<file path="src/rtl/cgms_pkg.sv">
package cgms_pkg;
    localparam int WORD_BITS = 20;
    localparam int CRC_BITS  = 6;
    localparam int PAY_BITS  = WORD_BITS - CRC_BITS;

    localparam logic [2:0] STD_NTSC  = 3'd0;
    localparam logic [2:0] STD_525P  = 3'd1;
    localparam logic [2:0] STD_625P  = 3'd2;
    localparam logic [2:0] STD_720P  = 3'd3;
    localparam logic [2:0] STD_1080I = 3'd4;

    typedef enum logic [1:0] {
        S_IDLE = 2'd0,
        S_REF  = 2'd1,
        S_DATA = 2'd2
    } ins_state_e;
endpackage

</file>
<file path="src/rtl/cgms_line_match.sv">
module cgms_line_match #(
    parameter int LINE_W = 11
) (
    input  logic [LINE_W-1:0] line_num,
    input  logic              field_odd,
    input  logic [2:0]        std_sel,
    input  logic [1:0]        field_sel,
    output logic              hit
);
    import cgms_pkg::*;

    function automatic logic is_line(input logic [LINE_W-1:0] l, input int n);
        return l == LINE_W'(n);
    endfunction

    always_comb begin
        unique case (std_sel)
            STD_NTSC:  hit = (field_odd  && field_sel[0] && is_line(line_num, 20)) ||
                             (!field_odd && field_sel[1] && is_line(line_num, 283));
            STD_525P:  hit = is_line(line_num, 41);
            STD_625P:  hit = is_line(line_num, 43);
            STD_720P:  hit = is_line(line_num, 24);
            STD_1080I: hit = is_line(line_num, 19) || is_line(line_num, 582);
            default:   hit = 1'b0;
        endcase
    end
endmodule

</file>
<file path="src/rtl/cgms_crc6_step.sv">
module cgms_crc6_step (
    input  logic [5:0] cur,
    input  logic       din,
    output logic [5:0] nxt
);
    logic fb;
    always_comb begin
        fb  = din ^ cur[5];
        nxt = {cur[4:0], fb} ^ {4'b0000, fb, 1'b0};
    end
endmodule

</file>
<file path="src/rtl/cgms_bit_timer.sv">
module cgms_bit_timer #(
    parameter int BIT_CLKS = 8
) (
    input  logic clk,
    input  logic rst_n,
    input  logic run,
    output logic last
);
    localparam int CNT_W = (BIT_CLKS > 1) ? $clog2(BIT_CLKS) : 1;

    logic [CNT_W-1:0] cnt;

    assign last = (cnt == CNT_W'(BIT_CLKS - 1));

    always_ff @(posedge clk or negedge rst_n) begin
        if (!rst_n)
            cnt <= '0;
        else if (!run || last)
            cnt <= '0;
        else
            cnt <= cnt + 1'b1;
    end
endmodule

</file>
<file path="src/rtl/cgms_line_inserter.sv">
module cgms_line_inserter
    import cgms_pkg::*;
#(
    parameter int LINE_W   = 11,
    parameter int BIT_CLKS = 8
) (
    input  logic              clk,
    input  logic              rst_n,
    input  logic [LINE_W-1:0] line_num,
    input  logic              field_odd,
    input  logic [2:0]        std_sel,
    input  logic [1:0]        field_sel,
    input  logic              ins_en,
    input  logic              crc_en,
    input  logic [19:0]       reg_word,
    input  logic              data_start,
    output logic              out_bit,
    output logic              busy
);
    localparam int IDX_W = $clog2(WORD_BITS);

    ins_state_e            state;
    logic [IDX_W-1:0]      bit_idx;
    logic [WORD_BITS-1:0]  word_q;
    logic                  crc_on_q;
    logic [CRC_BITS-1:0]   crc_q;
    logic [CRC_BITS-1:0]   crc_nxt;
    logic                  line_hit;
    logic                  bit_last;
    logic                  launch;
    logic                  in_crc;
    logic [IDX_W-1:0]      crc_off;

    cgms_line_match #(.LINE_W(LINE_W)) u_match (
        .line_num  (line_num),
        .field_odd (field_odd),
        .std_sel   (std_sel),
        .field_sel (field_sel),
        .hit       (line_hit)
    );

    cgms_bit_timer #(.BIT_CLKS(BIT_CLKS)) u_timer (
        .clk   (clk),
        .rst_n (rst_n),
        .run   (state != S_IDLE),
        .last  (bit_last)
    );

    cgms_crc6_step u_crc (
        .cur (crc_q),
        .din (word_q[bit_idx]),
        .nxt (crc_nxt)
    );

    assign launch  = data_start && ins_en && line_hit;
    assign in_crc  = crc_on_q && (bit_idx >= IDX_W'(PAY_BITS));
    assign crc_off = bit_idx - IDX_W'(PAY_BITS);

    // state register and captured window context
    always_ff @(posedge clk or negedge rst_n) begin
        if (!rst_n) begin
            state    <= S_IDLE;
            bit_idx  <= '0;
            word_q   <= '0;
            crc_on_q <= 1'b0;
            crc_q    <= '1;
        end else begin
            unique case (state)
                S_IDLE: if (launch) begin
                    state    <= S_REF;
                    bit_idx  <= '0;
                    word_q   <= reg_word;
                    crc_on_q <= crc_en;
                    crc_q    <= '1;
                end
                S_REF: if (bit_last) state <= S_DATA;
                S_DATA: if (bit_last) begin
                    if (crc_on_q && (bit_idx < IDX_W'(PAY_BITS)))
                        crc_q <= crc_nxt;
                    if (bit_idx == IDX_W'(WORD_BITS - 1))
                        state <= S_IDLE;
                    else
                        bit_idx <= bit_idx + 1'b1;
                end
                default: state <= S_IDLE;
            endcase
        end
    end

    // outputs
    always_comb begin
        unique case (state)
            S_REF: begin
                out_bit = 1'b1;
                busy    = 1'b1;
            end
            S_DATA: begin
                out_bit = in_crc ? crc_q[crc_off[2:0]] : word_q[bit_idx];
                busy    = 1'b1;
            end
            default: begin
                out_bit = 1'b0;
                busy    = 1'b0;
            end
        endcase
    end
endmodule

</file>
<file path="config.mk">
export PLATFORM = sky130hd
export DESIGN_NAME = cgms_line_inserter
export DESIGN_NICKNAME = d
export VERILOG_FILES = /design/src/rtl/cgms_pkg.sv /design/src/rtl/cgms_line_match.sv /design/src/rtl/cgms_crc6_step.sv /design/src/rtl/cgms_bit_timer.sv /design/src/rtl/cgms_line_inserter.sv
export SDC_FILE = /design/constraint.sdc
export NUM_CORES = 1
export LEC_CHECK = 0
export BUFFER_PORTS_ARGS = -buffer_cell sky130_fd_sc_hd__clkbuf_2
export CAP_MARGIN = 20
export CORE_ASPECT_RATIO = 1.2
export CORE_MARGIN = 2
export CORE_UTILIZATION = 49
export CTS_CLUSTER_DIAMETER = 120
export CTS_CLUSTER_SIZE = 12
export DETAILED_ROUTE_END_ITERATION = 8
export GPL_TIMING_DRIVEN = 0
export PLACE_DENSITY = 0.74
export SLEW_MARGIN = 15
export SYNTH_ARGS = -nofsm -noshare
export SYNTH_HDL_FRONTEND = slang
export SYNTH_SLANG_ARGS = --single-unit
</file>
<file path="constraint.sdc">
create_clock -name clk -period 1.95 [get_ports clk]
set_input_delay 0 -clock clk [delete_from_list [all_inputs] [get_ports clk]]
set_output_delay 0 -clock clk [all_outputs]
set_load 0.1 [all_outputs]
</file>
==> metrics.cfg, run 1 <==
[outcome]
status=complete, but fails checks
violations=negative setup slack

[min_path]
worstHoldStart=ins_en
hold_depth=5
hold_path_class=in2reg
holdPathEnd=state[0]$_DFFE_PN0P_

[layout]
final_area_mm2=0.00295
mostFrequentLayoutCells=clkbuf_2 (43), dfrtp_1 (30), mux2_2 (24)
final_common_cell=clkbuf_2
diodes=0
drive_gt1_share_pct=42.5
layout.nets=335
syn_to_final_growth_pct=34.6

[yosys]
yosysSeqAreaShare_pct=42.6
synth_ff_type=dfrtp_1
syn_area_mm2=0.00219
synth_area_leaders=dfrtp_1 (35%), mux2_2 (14%), dfstp_2 (7.2%), ha_1 (5.1%), mux2i_1 (3.7%)
async_reset_ff_share_pct=100
synth_edf_count=0
synth_area_per_cell_um2=10.6
synth_top_area_cell=dfrtp_1
yosys_warnings=0
synth_fp_nets=257
synthesis.instances=206
ys_types=44
synth_top_area_share_pct=35.4
synth-seq-cells=37

[timing]
finClkSkew_ps=6.76
finalWorstSetupSlack_ps=-629
whs_ps=270
tightest_slew_ps=895
max_freq_mhz=388
timing.final.crit_share_pct=132
fin_tns_setup_ps=-1500
finalHoldViolCount=0
finalSetupViolations=3
post-route-min-period_ps=2580
slew_violations=0
rsz0062_at_grt=true
relSlewSlack_pct=40.3

[place]
gp_congestion=0.828
postPlaceCellArea_mm2=0.00249
portBuffers=43
hpwl_um=3280
post-place-ws_ps=-733

[global_route]
overflow=0
grt_use_total_pct=21.8
grt_antenna_before_repair=0
grt_max_degree=38
grt_pass1_wl_um=8490
grt_pass1_vias=1907

[power]
vdd_drop_max_uv=524
p_total_mw=1.42
power.density_mw_per_mm2=481
p_leak_nw=1.35

[critical_path]
reg2reg_to=crc_q[0]$_DFFE_PN1P_
critPathKind=reg2out
r2r-start=bit_idx[1]$_DFFE_PN0P_
crit_path_end_kind=output port
cp-start-kind=register
critPathArrivalTime_ps=2580
r2r_slack_ps=-450
cp_max_fo=4
crit_required_ps=1950
r2r_cells=9

[floorplanning]
rows=26
boundaryPins=44
coreArea_mm2=0.00429
die_area_mm2=0.00502
initial_core_util_pct=51.0
fp.dieW_um=65.0
die_h_um=77.2

[detailed_routing]
drtIter0Drc=61
antenna_left=0
num_vias=1888
post-route-drc-count=0
drt-pass1-iter-count=4
routed_wl_um=4910
avgViaCountPerCell=5.54
wl_per_cell_um=14.4

[clock_tree]
cts_buffer_depth=2
cts.sinks=37
clk_latency_ps=290
clkTransAtPathRegs_ps=70
htree_levels=2
cts_root_buffer=clkbuf_8
cts_tree=yes
cts_buffers=5

[job]
maxCapViolations=0

[sequential cells by signal (all words and copies together), names as in the netlist]
name and cells:
word_q 20, crc_q 6, u_timer.cnt 3, crc_on_q 1, state 2, bit_idx 5
[synth_stat cells, drive strengths merged (2+ instances only)]
cell type  count
mux2i          8
a22oi          4
ha             9
nand3b         2
o2111ai        2
mux4           3
nand3          2
a31oi          2
nand2         17
a31o           2
inv            9
nand4b         2
nor2          11
nor4           5
dfrtp         31
buf            3
dfstp          6
clkbuf         4
a21oi          6
nor3           5
o22ai          4
nand2b         5
or2            4
nor3b          4
o211ai         2
and2           2
mux2          27
o21ai          8
nor2b          7
[per-stage QoR]
step,instances,util (%)
after floorplan,206,-
after global placement,305,57.9
after detailed placement,305,57.9
after CTS,338,67.0
after global routing,341,68.6
final,341,68.6
[worst max-delay path by stage]
| stage | cells after the start | start | to | slack, ps |
|---|---|---|---|---|
| after CTS | 8 | bit_idx[1]$_DFFE_PN0P_ | out_bit | -640 |
| after global placement | 8 | bit_idx[0]$_DFFE_PN0P_ | out_bit | -750 |
| final | 8 | bit_idx[1]$_DFFE_PN0P_ | out_bit | -630 |
| after global routing | 8 | bit_idx[1]$_DFFE_PN0P_ | out_bit | -710 |
| after detailed placement | 8 | bit_idx[0]$_DFFE_PN0P_ | out_bit | -730 |
| after floorplan | 7 | bit_idx[1]$_DFFE_PN0P_ | out_bit | -230 |
[timing repair]
item	CTS	global route
pin swaps	1	5
cloned	0	0
setup buffers	4	3
resized for setup	15	18
endpoints found under the setup margin	28	34
hold buffers	22	0
endpoints found under the hold margin	52	0
[area by class of cell]
class                      instances  area [µm²]
timing repair buffer              72         512
clock buffer                       5        68.8
buffer                             6        36.3
inverter                           9        33.8
multi-input combinational        153        1270
tap                               56        70.1
fill                             330        1350
clock inverter                     3        17.5
sequential                        37         935
[cells by family (layout without fill, tap and decap cells)]
kind of cell,after synthesis,after routing,share of synthesized area (%)
xor gates and xnor gates,1,1,0.400
DFF,37,37,42.6
muxes,38,38,20.6
adders and majority gates,9,9,5.14
AOI/OAI and AO/OA,37,37,11.3
buffers and inverters,16,95,2.91
and+or+nand+nor,68,68,17.0
[worst max-delay path, stage by stage (launching register included)]
cell and delay, ps:
dfrtp_2 410, mux4_2 490, or2_1 230, a32o_2 260
or2_4 230, mux2_4 270, a21oi_4 150, nor2b_4 60
clkbuf_16 190
[metal layers]
layer	track usage [%]	share of wire, %
met5	0	0
met4	7.71	1.8
met2	37.8	53
met3	3.96	2.9
met1	26.9	42
[power breakdown]
group | total, mW | switching, mW | leakage, nW | internal [mW]
combinational | 0.125 | 0.0539 | 0.821 | 0.0706
clock | 0.522 | 0.276 | 0.0439 | 0.246
sequential | 0.771 | 0.00125 | 0.488 | 0.770
(Power assumes the default switching activity.)
==> run 2: changes to the inputs <==
Settings changed: ABC_AREA set to 1, CORE_UTILIZATION 49 to 50, PLACE_DENSITY 0.74 to 0.75.
==> metrics.cfg, run 2 <==
[timing]
max_freq_mhz=480
slew_violations=0
timing.final.crit_share_pct=107
finalSetupViolations=3
finalWorstSetupSlack_ps=-133
finalHoldViolCount=0
finClkSkew_ps=6.21
tightest_slew_ps=939
rsz0062_at_grt=true
fin_tns_setup_ps=-304
relSlewSlack_pct=37.4
post-route-min-period_ps=2080

[critical_path]
cp_max_fo=5
critPathKind=reg2out
crit_required_ps=1950
critPathArrivalTime_ps=2080
crit_path_end_kind=output port
cp-start-kind=register

[yosys]
synth_top_area_share_pct=33.3
synth_ff_type=dfrtp_1
ys_top_cells_by_count=nand2_1 (86), inv_1 (55), dfrtp_1 (31), o21ai_1 (29), nor2_1 (22)
synth-seq-cells=37
synth_area_leaders=dfrtp_1 (33%), nand2_1 (14%), inv_1 (8.9%), dfstp_2 (6.8%), o21ai_1 (6.2%)
synth_area_per_cell_um2=7.22
synth_fp_nets=374
syn_area_mm2=0.00233
yosysSeqAreaShare_pct=40.0
synth_top_area_cell=dfrtp_1
ys_types=35
synthesis.instances=323
yosys_warnings=0
async_reset_ff_share_pct=100
synth_edf_count=0
synth.most_common_cell=nand2_1

[power]
pwr-share-clk_pct=16.3
p_switching_mw=1.46
p_sw_share_pct=42.4
vdd_drop_max_uv=552
p_leak_nw=1.65
internal_power_mw=1.99
combPwrFrac_pct=52.8
seqPwrFrac_pct=30.9
power.density_mw_per_mm2=1090

[detailed_routing]
avgViaCountPerCell=4.97
wl_per_cell_um=12.0
drt-pass1-iter-count=5
post-route-drc-count=0
num_vias=2339
drtIter0Drc=124
routed_wl_um=5630
antenna_left=0

[min_path]
hold_path_class=in2reg

[clock_tree]
cts_root_buffer=clkbuf_8
cts_buffer_depth=2
clkTransAtPathRegs_ps=70
clk_latency_ps=290
htree_levels=2
cts_tree=yes
cts_buffers=5
cts.sinks=37

[floorplanning]
boundaryPins=44
coreArea_mm2=0.00453
fp.dieW_um=66.3
die_h_um=78.8
initial_core_util_pct=51.5
rows=27
die_area_mm2=0.00523

[global_route]
overflow=0
grt_antenna_before_repair=0
grt_use_total_pct=23.2
grt_pass1_vias=2244
grt_max_degree=38
grt_pass1_wl_um=9440

[layout]
mostFrequentLayoutCells=nand2_1 (81), inv_1 (54), clkbuf_2 (43)
syn_to_final_growth_pct=35.5
diodes=0
layout.nets=463
largestRegisters=word_q x20, crc_q x6, bit_idx x5
final_area_mm2=0.00316
final_common_cell=nand2_1
drive_gt1_share_pct=28.1
top_register=word_q
largest_reg_flops=20

[place]
hpwl_um=3590
portBuffers=43
postPlaceCellArea_mm2=0.00263
gp_congestion=0.839

[outcome]
status=complete, but fails checks
violations=negative setup slack

[job]
maxCapViolations=0

run 2: cells by family after synthesis:
kind of cell    synth area share, %
simple gates                   28.7
buf+inv                        12.2
flops                          40.0
compound gates                 14.2
fa+ha+maj                      4.83
run 2: power by group through the flow:
| stage | clock network, mW | logic [mW] | registers, mW |
|---|---|---|---|
| 2_1_floorplan | 0 | 1.17 | 1.04 |
| 3_5_place_dp | 0 | 1.42 | 1.07 |
| 3_3_place_gp | 0 | 1.39 | 1.06 |
| 5_1_grt | 0.610 | 2.01 | 1.09 |
| 4_1_cts | 0.569 | 1.70 | 1.06 |
| 6_report | 0.563 | 1.82 | 1.07 |
run 2: final timing paths:
check	startpoint	endpoint	slack [ps]	depth (start not counted)
setup / recovery	bit_idx[0]$_DFFE_PN0P_	out_bit	-130	11
hold / removal	data_start	word_q[18]$_DFFE_PN0P_	200	5
setup reg to reg	bit_idx[0]$_DFFE_PN0P_	crc_q[1]$_DFFE_PN1P_	-130	17
hold reg to reg	u_timer.cnt[0]$_DFF_PN0_	u_timer.cnt[0]$_DFF_PN0_	440	1
max in group asynchronous	rst_n	bit_idx[0]$_DFFE_PN0P_	930	2
min in group asynchronous	rst_n	u_timer.cnt[1]$_DFF_PN0_	380	2
run 2: layout make-up:
cell class / instances / area, µm²
fill: 395 / 1370
multi-input combinational: 218 / 1170
sequential: 37 / 935
timing repair buffer: 82 / 583
inverter: 58 / 226
clock buffer: 8 / 90.1
buffer: 10 / 77.6
tap: 58 / 72.6
run 2: critical path, cell delays in order (launching register included):
cell,delay (ps)
dfrtp_2,450
buf_4,170
nand2_1,50
nand3_1,70
nand2_1,50
nand2_1,60
nand2_1,70
o21ai_2,180
nand2_2,70
o211ai_1,300
a21boi_4,100
clkbuf_16,210
run 2: repair_timing:
action	4_1_cts	5_1_grt
setup endpoints to repair	1	12
hold buffers	22	0
pin swaps	6	11
endpoints found under the hold margin	52	0
resized for setup	12	15
gates cloned	0	1
setup buffers	13	3
run 2: routing by layer:
layer	share of wire (%)	wire (µm)	global-route usage (%)	vias up
met2	53	2990	41.6	69
met3	4.1	233	3.97	16
met4	2.4	133	9.18	0
li1	-	-	-	1196
met5	0	0	0	-
met1	41	2280	27.1	1058
run 2: metrics by stage:
step / worst slack [ps] / utilization (%) / instances / total power, mW / hold WS [ps]
after CTS: -147 / 68.1 / 467 / 3.32 / 198
after global placement: -154 / 58.2 / 424 / 2.46 / 171
after detailed placement: -164 / 58.2 / 424 / 2.49 / 171
after floorplan: 170 / - / 323 / 2.20 / -296
final: -133 / 69.8 / 471 / 3.45 / 200
after global routing: -254 / 69.8 / 471 / 3.71 / 217
==> run 3: changes to the inputs <==
Settings changed: CORE_ASPECT_RATIO 1.2 to 2.
==> metrics.cfg, run 3 (synthesized netlist as in run 2, its figures left out) <==
[timing]
finalWorstSetupSlack_ps=-128
whs_ps=194
slew_violations=0
post-route-min-period_ps=2080
rsz0062_at_grt=true
timing.final.crit_share_pct=107
relSlewSlack_pct=40.0
max_freq_mhz=481
finalHoldViolCount=0
fin_tns_setup_ps=-128
finalSetupViolations=1
tightest_slew_ps=899
finClkSkew_ps=4.22

[clock_tree]
cts.sinks=37
cts_root_buffer=clkbuf_8
cts_buffer_depth=2
cts_tree=yes
cts_buffers=5
htree_levels=2
clkTransAtPathRegs_ps=70
clk_latency_ps=290

[detailed_routing]
antenna_left=0
routed_wl_um=5650
wl_per_cell_um=12.3
drt-pass1-iter-count=4
drtIter0Drc=50
num_vias=2355
post-route-drc-count=0
avgViaCountPerCell=5.11

[critical_path]
critPathArrivalTime_ps=2080
critPathKind=reg2out
cp-start-kind=register
crit_path_end_kind=output port
r2r-start=bit_idx[1]$_DFFE_PN0P_
cp_max_fo=6
crit_required_ps=1950
startpoint=bit_idx[1]$_DFFE_PN0P_

[floorplanning]
fp.dieW_um=52.3
boundaryPins=44
die_area_mm2=0.00526
initial_core_util_pct=51.2
die_h_um=101
rows=35
coreArea_mm2=0.00455

[place]
dp_cells=421
post-place-ws_ps=-133
portBuffers=43
gp_congestion=0.859
hpwl_um=4060

[global_route]
grt_max_degree=38
grt_pass1_vias=2406
grt_antenna_before_repair=0
overflow=0
grt_pass1_wl_um=9600
grt_use_total_pct=24.1

[power]
seqPwrFrac_pct=31.9
power.density_mw_per_mm2=1080
p_switching_mw=1.40
p_leak_nw=1.60
combPwrFrac_pct=50.3
internal_power_mw=1.93
p_sw_share_pct=42.0
pwr-share-clk_pct=17.8
vdd_drop_max_uv=857

[layout]
largestRegisters=word_q x20, crc_q x6, bit_idx x5
final_core_util_pct=67.5
largest_reg_flops=20
final_common_cell=nand2_1
layout.nets=456
fillers=403
mostFrequentLayoutCells=nand2_1 (86), inv_1 (54), clkbuf_2 (43)
final_cells=461
top_register=word_q
drive_gt1_share_pct=24.9
diodes=0
syn_to_final_growth_pct=31.9

[job]
maxCapViolations=0

[outcome]
violations=negative setup slack
status=complete, but fails checks

[min_path]
hold_path_class=in2reg
worstHoldStart=data_start

-- run 3: cell types whose count changed in the layout (fill, tap and decap cells not counted), sizes merged --
cell,delta
inv,-1
clkbuf,-1
clkinv,+1
buf,-7
clkinvlp,+1
-- run 3: cell type report --
type                    count  area [µm²]  share of cell area, %
clock inverters             1        5.00                  0.163
well taps                  55        68.8                   2.24
plain buffers              10        77.6                   2.52
inverters                  58         228                   7.40
repair buffers             75         534                   17.4
flip-flops and latches     37         935                   30.4
clock buffers               7        96.3                   3.13
multi-input cells         218        1130                   36.8
-- run 3: metal layers --
layer  vias to the layer above  wire length [µm]  track usage, %
li1                       1186                 -               -
met1                      1093              1990            21.7
met2                        62              3290            46.5
met3                        14               185            3.26
met4                         0               187            15.2
met5                         -                 0               0
-- run 3: final timing paths --
kind	endpoint	slack, ps	cells past startpoint
max	out_bit	-130	11
min	word_q[17]$_DFFE_PN0P_	190	5
max reg2reg	crc_q[1]$_DFFE_PN1P_	230	14
min reg2reg	u_timer.cnt[0]$_DFF_PN0_	430	1
max in group asynchronous	bit_idx[0]$_DFFE_PN0P_	970	2
min in group asynchronous	word_q[1]$_DFFE_PN0P_	370	2
-- run 3: worst max-delay path, cell delays in order, from the launching register on --
cell and delay, ps:
dfrtp_1 380, buf_6 130, clkinvlp_4 140, buf_6 150, a21oi_2 90, o21ai_1 80, a21oi_1 140, a31oi_1 80
nand2_1 80, o211ai_1 130, a21boi_4 170, clkbuf_16 210
-- run 3: through the flow --
stage	total power, mW	instance area [µm²]
after floorplan	2.20	2340
after global placement	2.48	2630
after detailed placement	2.51	2630
after CTS	3.28	3050
after global routing	3.56	3080
final	3.32	3080
-- run 3: power by group through the flow --
stage          combinational, mW  clock, mW  sequential [mW]
3_5_place_dp                1.44          0             1.08
5_1_grt                     1.85      0.635             1.08
2_1_floorplan               1.17          0             1.04
4_1_cts                     1.62      0.600             1.06
6_report                    1.67      0.591             1.06
3_3_place_gp                1.41          0             1.07
-- run 3: timing repair --
| action | 4_1_cts | 5_1_grt |
|---|---|---|
| endpoints found under the hold margin | 52 | 0 |
| hold buffers | 22 | 0 |
| gates resized for setup | 12 | 3 |
| buffers inserted | 7 | 3 |
| endpoints found under the setup margin | 1 | 12 |
| pin swaps | 5 | 5 |
